<file path="src/rtl/irq_router_pkg.sv">
package irq_router_pkg;

  localparam int REG_W   = 32;
  localparam int ADDR_W  = 15;
  localparam int BMP_W   = 32;   // sources per bitmap word
  localparam int WORD_IW = 3;    // bitmap word index width (256 / 32)
  localparam int SRC_IW  = 8;    // source index width in map address decode

  // bitmap groups, selected by addr[6:5] in the control region
  localparam logic [1:0] GRP_PEND = 2'd0;
  localparam logic [1:0] GRP_EN   = 2'd1;
  localparam logic [1:0] GRP_SET  = 2'd2;
  localparam logic [1:0] GRP_CLR  = 2'd3;

  localparam logic [ADDR_W-1:0] TRIG_ADDR = 15'h0080;

  // index of the lowest set bit; zero when no bit is set
  function automatic logic [4:0] lowest_one(input logic [REG_W-1:0] v);
    logic [4:0] r;
    r = '0;
    for (int k = REG_W - 1; k >= 0; k--) begin
      if (v[k]) r = 5'(k);
    end
    return r;
  endfunction

endpackage

</file>
<file path="src/rtl/irq_reg_if.sv">
module irq_reg_if
  import irq_router_pkg::*;
#(
  parameter int N_SRC = 64,
  parameter int N_VP  = 2,
  parameter int N_PIN = 6,
  localparam int PIN_W = (N_PIN > 1) ? $clog2(N_PIN) : 1,
  localparam int VP_W  = (N_VP > 1) ? $clog2(N_VP) : 1
) (
  input  logic                          clk,
  input  logic                          rst,
  input  logic                          wr_en,
  input  logic                          rd_en,
  input  logic [ADDR_W-1:0]             addr,
  input  logic [REG_W-1:0]              wdata,
  output logic [REG_W-1:0]              rdata,
  // state seen for read-back
  input  logic [N_SRC-1:0]              pend_vec,
  input  logic [N_SRC-1:0]              en_vec,
  input  logic [N_SRC-1:0]              flag_vec,
  input  logic [N_SRC-1:0][PIN_W-1:0]   pin_num,
  input  logic [N_SRC-1:0]              vp_ok,
  input  logic [N_SRC-1:0][VP_W-1:0]    vp_idx,
  // decoded write commands
  output logic                          set_we,
  output logic                          clr_we,
  output logic [WORD_IW-1:0]            bmp_word,
  output logic [BMP_W-1:0]              bmp_data,
  output logic                          trig_we,
  output logic [SRC_IW-1:0]             trig_idx,
  output logic                          trig_val,
  output logic                          pin_we,
  output logic [SRC_IW-1:0]             pin_src,
  output logic [PIN_W-1:0]              pin_val,
  output logic                          pin_flag,
  output logic                          vp_we,
  output logic [SRC_IW-1:0]             vp_src,
  output logic                          vp_set,
  output logic [VP_W-1:0]               vp_val
);

  logic              ctl_hit, word_ok, pin_hit, vp_hit, pin_ok, vp_src_ok;
  logic [1:0]        grp;
  logic [4:0]        low;
  logic [REG_W-1:0]  rd_next;

  always_comb begin
    ctl_hit   = (addr[14:7] == '0) && (addr[1:0] == 2'b00);
    grp       = addr[6:5];
    bmp_word  = addr[4:2];
    word_ok   = ((int'(bmp_word) + 1) * BMP_W) <= N_SRC;
    pin_hit   = (addr[14:12] == 3'b001) && (addr[11:10] == 2'b00) && (addr[1:0] == 2'b00);
    pin_src   = addr[9:2];
    pin_ok    = int'(pin_src) < N_SRC;
    vp_hit    = addr[14] && !addr[13] && (addr[4:0] == '0);
    vp_src    = addr[12:5];
    vp_src_ok = int'(vp_src) < N_SRC;
    low       = lowest_one(wdata);
  end

  // write command decode
  always_comb begin
    bmp_data = wdata;
    set_we   = wr_en && ctl_hit && (grp == GRP_SET) && word_ok;
    clr_we   = wr_en && ctl_hit && (grp == GRP_CLR) && word_ok;
    trig_idx = wdata[SRC_IW-1:0];
    trig_val = wdata[31];
    trig_we  = wr_en && (addr == TRIG_ADDR) && (int'(wdata[30:0]) < N_SRC);
    pin_val  = wdata[PIN_W-1:0];
    pin_flag = wdata[31];
    pin_we   = wr_en && pin_hit && pin_ok && (int'(wdata[5:0]) <= N_PIN - 1);
    vp_set   = (wdata != '0);
    vp_val   = low[VP_W-1:0];
    vp_we    = wr_en && vp_hit && vp_src_ok && (!vp_set || (int'(low) < N_VP));
  end

  // read mux
  always_comb begin
    rd_next = '0;
    if (ctl_hit && word_ok && (grp == GRP_PEND || grp == GRP_EN)) begin
      for (int b = 0; b < BMP_W; b++) begin
        if (int'(bmp_word) * BMP_W + b < N_SRC) begin
          rd_next[b] = (grp == GRP_PEND) ? pend_vec[int'(bmp_word) * BMP_W + b]
                                         : en_vec[int'(bmp_word) * BMP_W + b];
        end
      end
    end else if (pin_hit && pin_ok) begin
      rd_next[31]        = flag_vec[pin_src];
      rd_next[PIN_W-1:0] = pin_num[pin_src];
    end else if (vp_hit && vp_src_ok) begin
      if (vp_ok[vp_src]) rd_next = REG_W'(1) << vp_idx[vp_src];
    end
  end

  always_ff @(posedge clk) begin
    if (rst) rdata <= '0;
    else     rdata <= rd_en ? rd_next : '0;
  end

endmodule

</file>
<file path="src/rtl/irq_src_bank.sv">
module irq_src_bank
  import irq_router_pkg::*;
#(
  parameter int N_SRC = 64,
  parameter int N_VP  = 2,
  parameter int N_PIN = 6,
  localparam int PIN_W = (N_PIN > 1) ? $clog2(N_PIN) : 1,
  localparam int VP_W  = (N_VP > 1) ? $clog2(N_VP) : 1
) (
  input  logic                          clk,
  input  logic                          rst,
  input  logic [N_SRC-1:0]              irq_in,
  input  logic                          set_we,
  input  logic                          clr_we,
  input  logic [WORD_IW-1:0]            bmp_word,
  input  logic [BMP_W-1:0]              bmp_data,
  input  logic                          trig_we,
  input  logic [SRC_IW-1:0]             trig_idx,
  input  logic                          trig_val,
  input  logic                          pin_we,
  input  logic [SRC_IW-1:0]             pin_src,
  input  logic [PIN_W-1:0]              pin_val,
  input  logic                          pin_flag,
  input  logic                          vp_we,
  input  logic [SRC_IW-1:0]             vp_src,
  input  logic                          vp_set,
  input  logic [VP_W-1:0]               vp_val,
  output logic [N_SRC-1:0]              irq_q,
  output logic [N_SRC-1:0]              pend_vec,
  output logic [N_SRC-1:0]              en_vec,
  output logic [N_SRC-1:0]              flag_vec,
  output logic [N_SRC-1:0][PIN_W-1:0]   pin_num,
  output logic [N_SRC-1:0]              vp_ok,
  output logic [N_SRC-1:0][VP_W-1:0]    vp_idx
);

  always_ff @(posedge clk) begin
    if (rst) begin
      irq_q    <= '0;
      pend_vec <= '0;
      en_vec   <= '0;
      flag_vec <= '1;
      pin_num  <= '0;
      vp_ok    <= '0;
      vp_idx   <= '0;
    end else begin
      for (int i = 0; i < N_SRC; i++) begin
        irq_q[i] <= irq_in[i];
        // software trigger has priority over an input transition
        if (trig_we && int'(trig_idx) == i)
          pend_vec[i] <= trig_val;
        else if (irq_in[i] != irq_q[i])
          pend_vec[i] <= irq_in[i];

        if (set_we && int'(bmp_word) == i / BMP_W && bmp_data[i % BMP_W])
          en_vec[i] <= 1'b1;
        else if (clr_we && int'(bmp_word) == i / BMP_W && bmp_data[i % BMP_W])
          en_vec[i] <= 1'b0;

        if (pin_we && int'(pin_src) == i) begin
          flag_vec[i] <= pin_flag;
          pin_num[i]  <= pin_val;
        end

        if (vp_we && int'(vp_src) == i) begin
          vp_ok[i]  <= vp_set;
          vp_idx[i] <= vp_set ? vp_val : '0;
        end
      end
    end
  end

endmodule

</file>
<file path="src/rtl/irq_out_merge.sv">
module irq_out_merge #(
  parameter int N_SRC = 64,
  parameter int N_VP  = 2,
  parameter int N_PIN = 6,
  localparam int PIN_W = (N_PIN > 1) ? $clog2(N_PIN) : 1,
  localparam int VP_W  = (N_VP > 1) ? $clog2(N_VP) : 1,
  localparam int N_OUT = N_VP * N_PIN
) (
  input  logic                          clk,
  input  logic                          rst,
  input  logic [N_SRC-1:0]              pend_vec,
  input  logic [N_SRC-1:0]              en_vec,
  input  logic [N_SRC-1:0][PIN_W-1:0]   pin_num,
  input  logic [N_SRC-1:0]              vp_ok,
  input  logic [N_SRC-1:0][VP_W-1:0]    vp_idx,
  output logic [N_OUT-1:0]              irq_out
);

  logic [N_SRC-1:0] live;
  logic [N_OUT-1:0] hit;

  assign live = pend_vec & en_vec & vp_ok;

  for (genvar gv = 0; gv < N_VP; gv++) begin : g_vp
    for (genvar gp = 0; gp < N_PIN; gp++) begin : g_pin
      logic [N_SRC-1:0] match;
      always_comb begin
        for (int i = 0; i < N_SRC; i++) begin
          match[i] = live[i] && (vp_idx[i] == VP_W'(gv)) && (pin_num[i] == PIN_W'(gp));
        end
      end
      assign hit[gv * N_PIN + gp] = |match;
    end
  end

  always_ff @(posedge clk) begin
    if (rst) irq_out <= '0;
    else     irq_out <= hit;
  end

endmodule

</file>
<file path="src/rtl/irq_router.sv">
module irq_router
  import irq_router_pkg::*;
#(
  parameter int N_SRC = 64,
  parameter int N_VP  = 2,
  parameter int N_PIN = 6,
  localparam int PIN_W = (N_PIN > 1) ? $clog2(N_PIN) : 1,
  localparam int VP_W  = (N_VP > 1) ? $clog2(N_VP) : 1,
  localparam int N_OUT = N_VP * N_PIN
) (
  input  logic                 clk,
  input  logic                 rst,
  input  logic                 wr_en,
  input  logic                 rd_en,
  input  logic [ADDR_W-1:0]    addr,
  input  logic [REG_W-1:0]     wdata,
  output logic [REG_W-1:0]     rdata,
  input  logic [N_SRC-1:0]     irq_in,
  output logic [N_OUT-1:0]     irq_out
);

  if (N_SRC < 8 || N_SRC > 256 || (N_SRC % 8) != 0) begin : g_bad_src
    $error("irq_router: N_SRC must be a nonzero multiple of 8 up to 256");
  end

  logic                         set_we, clr_we, trig_we, trig_val;
  logic                         pin_we, pin_flag, vp_we, vp_set;
  logic [WORD_IW-1:0]           bmp_word;
  logic [BMP_W-1:0]             bmp_data;
  logic [SRC_IW-1:0]            trig_idx, pin_src, vp_src;
  logic [PIN_W-1:0]             pin_val;
  logic [VP_W-1:0]              vp_val;
  logic [N_SRC-1:0]             irq_q, pend_vec, en_vec, flag_vec, vp_ok;
  logic [N_SRC-1:0][PIN_W-1:0]  pin_num;
  logic [N_SRC-1:0][VP_W-1:0]   vp_idx;

  irq_reg_if #(.N_SRC(N_SRC), .N_VP(N_VP), .N_PIN(N_PIN)) u_regs (
    .clk(clk), .rst(rst), .wr_en(wr_en), .rd_en(rd_en), .addr(addr),
    .wdata(wdata), .rdata(rdata),
    .pend_vec(pend_vec), .en_vec(en_vec), .flag_vec(flag_vec),
    .pin_num(pin_num), .vp_ok(vp_ok), .vp_idx(vp_idx),
    .set_we(set_we), .clr_we(clr_we), .bmp_word(bmp_word), .bmp_data(bmp_data),
    .trig_we(trig_we), .trig_idx(trig_idx), .trig_val(trig_val),
    .pin_we(pin_we), .pin_src(pin_src), .pin_val(pin_val), .pin_flag(pin_flag),
    .vp_we(vp_we), .vp_src(vp_src), .vp_set(vp_set), .vp_val(vp_val)
  );

  irq_src_bank #(.N_SRC(N_SRC), .N_VP(N_VP), .N_PIN(N_PIN)) u_bank (
    .clk(clk), .rst(rst), .irq_in(irq_in),
    .set_we(set_we), .clr_we(clr_we), .bmp_word(bmp_word), .bmp_data(bmp_data),
    .trig_we(trig_we), .trig_idx(trig_idx), .trig_val(trig_val),
    .pin_we(pin_we), .pin_src(pin_src), .pin_val(pin_val), .pin_flag(pin_flag),
    .vp_we(vp_we), .vp_src(vp_src), .vp_set(vp_set), .vp_val(vp_val),
    .irq_q(irq_q), .pend_vec(pend_vec), .en_vec(en_vec), .flag_vec(flag_vec),
    .pin_num(pin_num), .vp_ok(vp_ok), .vp_idx(vp_idx)
  );

  irq_out_merge #(.N_SRC(N_SRC), .N_VP(N_VP), .N_PIN(N_PIN)) u_merge (
    .clk(clk), .rst(rst), .pend_vec(pend_vec), .en_vec(en_vec),
    .pin_num(pin_num), .vp_ok(vp_ok), .vp_idx(vp_idx), .irq_out(irq_out)
  );

endmodule

</file>
<file path="config.mk">
export PLATFORM = sky130hd
export DESIGN_NAME = irq_router
export DESIGN_NICKNAME = d
export VERILOG_FILES = /design/src/rtl/irq_router_pkg.sv /design/src/rtl/irq_reg_if.sv /design/src/rtl/irq_src_bank.sv /design/src/rtl/irq_out_merge.sv /design/src/rtl/irq_router.sv
export SDC_FILE = /design/constraint.sdc
export NUM_CORES = 2
export LEC_CHECK = 0
export BUFFER_PORTS_ARGS = -buffer_cell sky130_fd_sc_hd__buf_4
export CELL_PAD_IN_SITES_DETAIL_PLACEMENT = 1
export CELL_PAD_IN_SITES_GLOBAL_PLACEMENT = 2
export CORE_MARGIN = 2
export CORE_UTILIZATION = 35
export CTS_CLUSTER_DIAMETER = 80
export DETAILED_ROUTE_END_ITERATION = 12
export GPL_ROUTABILITY_DRIVEN = 1
export PLACE_DENSITY_LB_ADDON = 0.1
export SYNTH_ARGS = -nofsm -noshare
export SYNTH_HDL_FRONTEND = slang
export SYNTH_SLANG_ARGS = --single-unit
</file>
<file path="constraint.sdc">
create_clock -name clk -period 10.2 [get_ports clk]
set_clock_uncertainty 0.1 [all_clocks]
set_input_delay 0.51 -clock clk [delete_from_list [all_inputs] [get_ports clk]]
set_output_delay 0.51 -clock clk [all_outputs]
set_load 0.02 [all_outputs]
</file>
# Yosys cells after proc, flatten, opt, wreduce, memory -nomap -nowiden
# Cells that the tools add are included.
[totals]
word_cells = 3156
out_inout_bits = 44
register_bits = 620
inputBits = 115
[classes]
mux = 557
n_eq_ne = 579
order_cmp = 72
n_addsub = 32
shifts = 1
reduce_logical = 1461
n_bitwise = 67
[op_table]
columns = ["op", "n"]
rows = [
  ["less-than comparator 32 x 8 -> 1 bit, second input constant", 62],
  ["logical AND 1 bit", 1242],
  ["== test 8 x 7 -> 1 bit, second input constant", 96],
  ["OR reduction 64 bit", 12],
  ["two-way mux 1 bit", 453],
  ["binary-select mux 1 bit (select 6 bit)", 65],
  ["== test 3 x 2 -> 1 bit, second input constant", 129],
  ["== test 3 bit, second input constant", 128],
  ["== test 8 x 6 -> 1 bit, second input constant", 48],
  ["nonzero test 2 bit", 128],
  ["== test 3 x 1 -> 1 bit, second input constant", 65],
  ["zero test 3 bit", 65],
  ["== test 8 x 5 -> 1 bit, second input constant", 24],
  ["two-way mux 5 bit", 32],
  ["adder 8 x 5 -> 9 bit, second input constant", 16],
  ["bitwise AND 64 bit", 2],
  ["== test 8 x 4 -> 1 bit, second input constant", 12],
  ["two-way mux 32 bit", 3],
  ["adder 8 x 4 -> 9 bit, second input constant", 8],
  ["NOT 1 bit", 65],
  ["inequality test 1 bit", 64],
  ["== test 8 x 3 -> 1 bit, second input constant", 6],
  ["less-than comparator 8 x 7 -> 1 bit, second input constant", 6],
  ["adder 8 x 3 -> 9 bit, second input constant", 4],
  ["other kinds (22)", 34],
]

# Depth between registers and ports, before layout
[logic_depth]
ltp_word = 36
mapped_depth = 15
ltp_nobuf = 9

# Modules after synthesis
# A second synthesis with hierarchy kept.
[unflattened]
hier_cells = 4135
hier_area_um2 = 36911.7
[by_module_without_submodules]
columns = ["module", "area_each_um2", "cells_each", "seq_area_each_um2", "instances"]
rows = [
  ["irq_src_bank", 22636.7, 2268, 11531.1, 1],
  ["irq_out_merge", 8562.0, 1401, 240.2, 1],
  ["irq_reg_if", 5713.0, 466, 640.6, 1],
]

# Worst setup path after synthesis
# OpenSTA, ideal clock, no wires.
[synth_path]
path_kind = "input -> register"
start = "input addr[2]"
end = "register u_bank.en_vec[38]"
arrival_ns = 3.772
path_slack_ns = 6.237
setup_ns = 0.091
n_path_buf = 6
path_stages = 13
t_required_ns = 10.009
cell_sequence = "buf_2 > buf_4 > buf_2 > buf_2 > buf_2 > inv_1 > ha_1 > a2111oi_0 > nand4_1 > nor3_2 > clkbuf_1 > a21oi_1 > a311oi_1"
[synth_via]
elab_chain_len = 6
word_cells_on_any_way = 11
cone_classes = "add/sub: 1; order compare: 1; eq/ne: 1; mux: 1; reduce/logical: 7"
[synth_rtl]
columns = ["item", "line", "source"]
rows = [
  ["start, declared", "irq_router.sv:15", "input logic [ADDR_W-1:0] addr,"],
  ["adder 3 x 1 -> 4 bit", "irq_reg_if.sv:51", "word_ok = ((int'(bmp_word) + 1) * BMP_W) <= N_SRC;"],
  ["less-or-equal comparator 32 x 8 -> 1 bit", "irq_reg_if.sv:51", ""],
  ["logical AND 1 bit (on tied branches)", "irq_reg_if.sv:64, irq_reg_if.sv:65", ""],
  ["logical AND 1 bit (on tied branches) (2 in a row)", "irq_src_bank.sv:55, irq_src_bank.sv:57", ""],
  ["two-way mux 1 bit or nonzero test 2 bit (tied branches)", "n/a", ""],
  ["end signal, assigned", "irq_src_bank.sv:41", "en_vec <= '0;"],
  ["end signal, assigned by index", "irq_src_bank.sv:56", "en_vec[i] <= 1'b1;"],
  ["end signal, assigned by index", "irq_src_bank.sv:58", "en_vec[i] <= 1'b0;"],
  ["end, declared", "irq_src_bank.sv:30", "output logic [N_SRC-1:0] en_vec,"],
]
# Parallel ways exist; a longest one is shown, timed or not.
# A chain may end at the register's enable or synchronous reset.

# Worst setup path after layout
[layout_path]
start = "register u_bank.vp_idx[35] (netlist name)"
end = "register u_merge.irq_out[11]"
[layout_via]
elab_chain_len = 3
[layout_rtl]
columns = ["item", "line", "source"]
rows = [
  ["start, declared", "irq_src_bank.sv:34", "output logic [N_SRC-1:0][VP_W-1:0] vp_idx"],
  ["start signal, assigned by index", "irq_src_bank.sv:67", "vp_idx[i] <= vp_set ? vp_val : '0;"],
  ["logical AND 1 bit (2 in a row)", "irq_out_merge.sv:29", "match[i] = live[i] && (vp_idx[i] == VP_W'(gv)) && (pin_num[i] == PIN_W'(gp));"],
  ["OR reduction 64 bit", "irq_out_merge.sv:32", "assign hit[gv * N_PIN + gp] = |match;"],
  ["end signal, assigned", "irq_out_merge.sv:38", "else irq_out <= hit;"],
  ["end, declared", "irq_out_merge.sv:16", "output logic [N_OUT-1:0] irq_out"],
]
# No other way between the ends.

==> flow_summary.toml <==
[grt]
grt-ovfl-total = 0
grt_use_total_pct = 49.31
grt_pass1_vias = 38070
grt_max_degree = 151
antenna_found_initial = 25
grt_pass1_wl_mm = 342.8

[pwr]
intPower_mw = 4.301
p_clk_share_pct = 50.0
combPwrFrac_pct = 6.6
switching_share_pct = 25.61
p_leak_nw = 13.29
ir_drop_uv = 123.6
power_switching_mw = 1.481
seq_power_share_pct = 43.4
power_density_mw_per_mm2 = 140.5

[die]
fp.coreArea_mm2 = 0.09871
rows = 115
die_w_um = 319.9
io_pins = 159
dieArea_mm2 = 0.1023
start_util_pct = 35.38
die_h_um = 319.9

[timing]
setup-violations-final = 0
slew_headroom_pct = 6.255
rsz0062_at_grt = "false"
slew_viol_final = 0
tns_ps = 0
hold_viol = 0
max_freq_mhz = 246.1
min_period_ps = 4064
period_share_pct = 39.85
worstMarginPinSlew_ps = 1393
whs_ps = 23.38

[synthesis]
async_flop_share_pct = 0
syn_area_mm2 = 0.03492
synthesis.instances = 4099
synth_nets = 4218
yosysUniqueCellTypes = 75
synth-seq-area-share_pct = 35.54
ys_seq_elements = 620
synth-edff-count = 0
yosysWarnings = 0
avgSynthCellArea_um2 = 8.520
ys.flop_type = "dfxtp_1"

[detailed_routing]
post_drt_wl_per_cell_um = 45.97
ant_nets = 0
drt-initial-drc-count = 6642
vias = 39900
dr.pass1.iters = 6
viasPerCell = 7.080
drc_errors = 0
wirelength_mm = 259.1

[final_layout]
mostFrequentLayoutCell = "dfxtp_1"
area_delta_synth_final_pct = 17.85
n_fill_cell = 11460
multi_input_area_mm2 = 0.02102
nNetsFinal = 4403
layout_common_cells = "620 x dfxtp_1, 523 x nor2_1, 280 x nand2_1, 264 x mux2i_1, 263 x buf_4"
regArea_mm2 = 0.01241
final_area_mm2 = 0.04116
drive_gt1_share_pct = 13.84

[setup_path]
path_max_fanout = 5
arrival_ps = 4450
rrSetupSlack_ps = 6140
crit_required_ps = 10580
worstSetupPathType = "reg2reg"
start_kind = "flip-flop"
cp-end-kind = "flip-flop"

[clock_network]
cts_buffers = 73
ctsHtreeMaxLevel = 3
cts.sinks = 620
cts.reportedPaths.clkPinSlew_ps = 60
clock_latency_ps = 700
cts_buffer_depth = 3
clock-root-buffer = "clkbuf_16"
cts_tree = "built"

[place]
dp_hpwl_mm = 205.9
post_dp_cell_area_mm2 = 0.03764
port_buffers = 158
gp_congestion = 1.149

[flow_run]
cap_violations = 0

[outcome]
status = "completed"

[worst_hold_path]
holdCritPathClass = "in2reg"
[final cells by class]
| type | instances | area share [%] |
|---|---|---|
| Clock buffer | 103 | 5.204 |
| Inverter | 153 | 1.401 |
| Antenna cell | 7 | 0.04256 |
| Sequential cell | 620 | 30.16 |
| Timing Repair Buffer | 354 | 7.062 |
| Clock inverter | 29 | 1.161 |
| Multi-Input combinational cell | 3082 | 51.06 |
| Tap cell | 1287 | 3.912 |
[logic make-up after synthesis]
| kind of cell | count (synthesis) | share of synthesized area (%) |
|---|---|---|
| compound gates | 785 | 14.96 |
| fa+ha+maj | 68 | 1.978 |
| buf+inv | 397 | 4.650 |
| flops | 620 | 35.54 |
| mux | 404 | 16.59 |
| simple gates | 1825 | 26.28 |
[worst paths after layout]
check,start,end,depth (start not counted)
hold / removal,wdata[9],u_bank.en_vec[9],2
setup / recovery,u_bank.vp_idx[35],u_merge.irq_out[11],7
setup reg to reg,u_bank.vp_idx[35],u_merge.irq_out[11],7
hold reg to reg,u_bank.flag_vec[4],u_bank.flag_vec[4],2
[metrics by stage]
step           total power, mW  worst slack, ps  util, %  cells
2_1_floorplan            2.721             6237        -   4099
3_3_place_gp             2.886             5779    38.13   5409
3_5_place_dp             2.893             5618    38.13   5409
4_1_cts                  5.759             6289    41.66   5627
5_1_grt                  5.893             5926    41.68   5628
6_report                 5.782             6136    41.70   5635
[Yosys cell counts, types with 17 or more instances]
| library cell | number | area, um2 |
|---|---|---|
| or3_1 | 74 | 462.9 |
| buf_1 | 28 | 105.1 |
| nor4_1 | 61 | 381.6 |
| nand4_1 | 83 | 519.3 |
| a21oi_1 | 260 | 1301 |
| mux2i_1 | 264 | 2643 |
| a2111oi_0 | 26 | 227.7 |
| o32ai_1 | 18 | 157.7 |
| nor2b_1 | 124 | 775.7 |
| o22ai_1 | 43 | 269.0 |
| nor2_2 | 17 | 106.4 |
| mux4_2 | 140 | 3153 |
| a31oi_1 | 22 | 137.6 |
| a22oi_1 | 66 | 495.5 |
| nand2_1 | 281 | 1055 |
| clkbuf_1 | 165 | 619.3 |
| maj3_1 | 64 | 640.6 |
| nor3b_1 | 34 | 255.2 |
| o21ai_0 | 95 | 475.5 |
| nor3_1 | 235 | 1176 |
| a32oi_1 | 25 | 219.0 |
| nand3_1 | 158 | 790.8 |
| and3_1 | 43 | 269.0 |
| inv_1 | 150 | 563.0 |
| dfxtp_1 | 620 | 12410 |
| a221oi_1 | 17 | 148.9 |
| nor2_1 | 523 | 1963 |
| and2_1 | 33 | 206.5 |
| nand2b_1 | 74 | 462.9 |
| a311oi_1 | 97 | 849.6 |
| buf_2 | 35 | 175.2 |
[sequential cells by signal, summed over array words and instances, names as in the netlist]
name / cells
u_regs.rdata: 32
u_merge.irq_out: 12
u_bank.vp_ok: 64
u_bank.pend_vec: 64
u_bank.pin_num: 192
u_bank.en_vec: 64
u_bank.flag_vec: 64
u_bank.irq_q: 64
u_bank.vp_idx: 64
[critical path: stages, from the launching register on]
cell,delay (ps)
dfxtp_1,450
nand4_1,310
nor2_1,250
a21oi_1,570
o311ai_0,480
nor3_1,810
and4_1,680
a41oi_1,210
[per-layer routing]
layer	routed length, um	vias up	GRT usage, %	share of wire, %
met1	101500	20360	63.47	39
met2	103300	3119	69.63	40
met3	32680	778	16.81	13
li1	-	15620	-	-
met5	115	-	0	0.044
met4	21560	18	32.58	8.3
[what timing repair did]
item / CTS / global route
hold buffers: 86 / 0
hold endpoints to repair: 104 / 0
setup buffers: 0 / 0
resized for setup: 0 / 0
[power groups by stage]
stage          clock network, mW  logic, mW  registers, mW
6_report                    2.89      0.383           2.51
5_1_grt                     2.99      0.397           2.50
4_1_cts                     2.89      0.366           2.50
3_5_place_dp                   0      0.337           2.56
3_3_place_gp                   0      0.331           2.56
2_1_floorplan                  0      0.198           2.52
No activity file was read; power rests on OpenSTA's default activity.
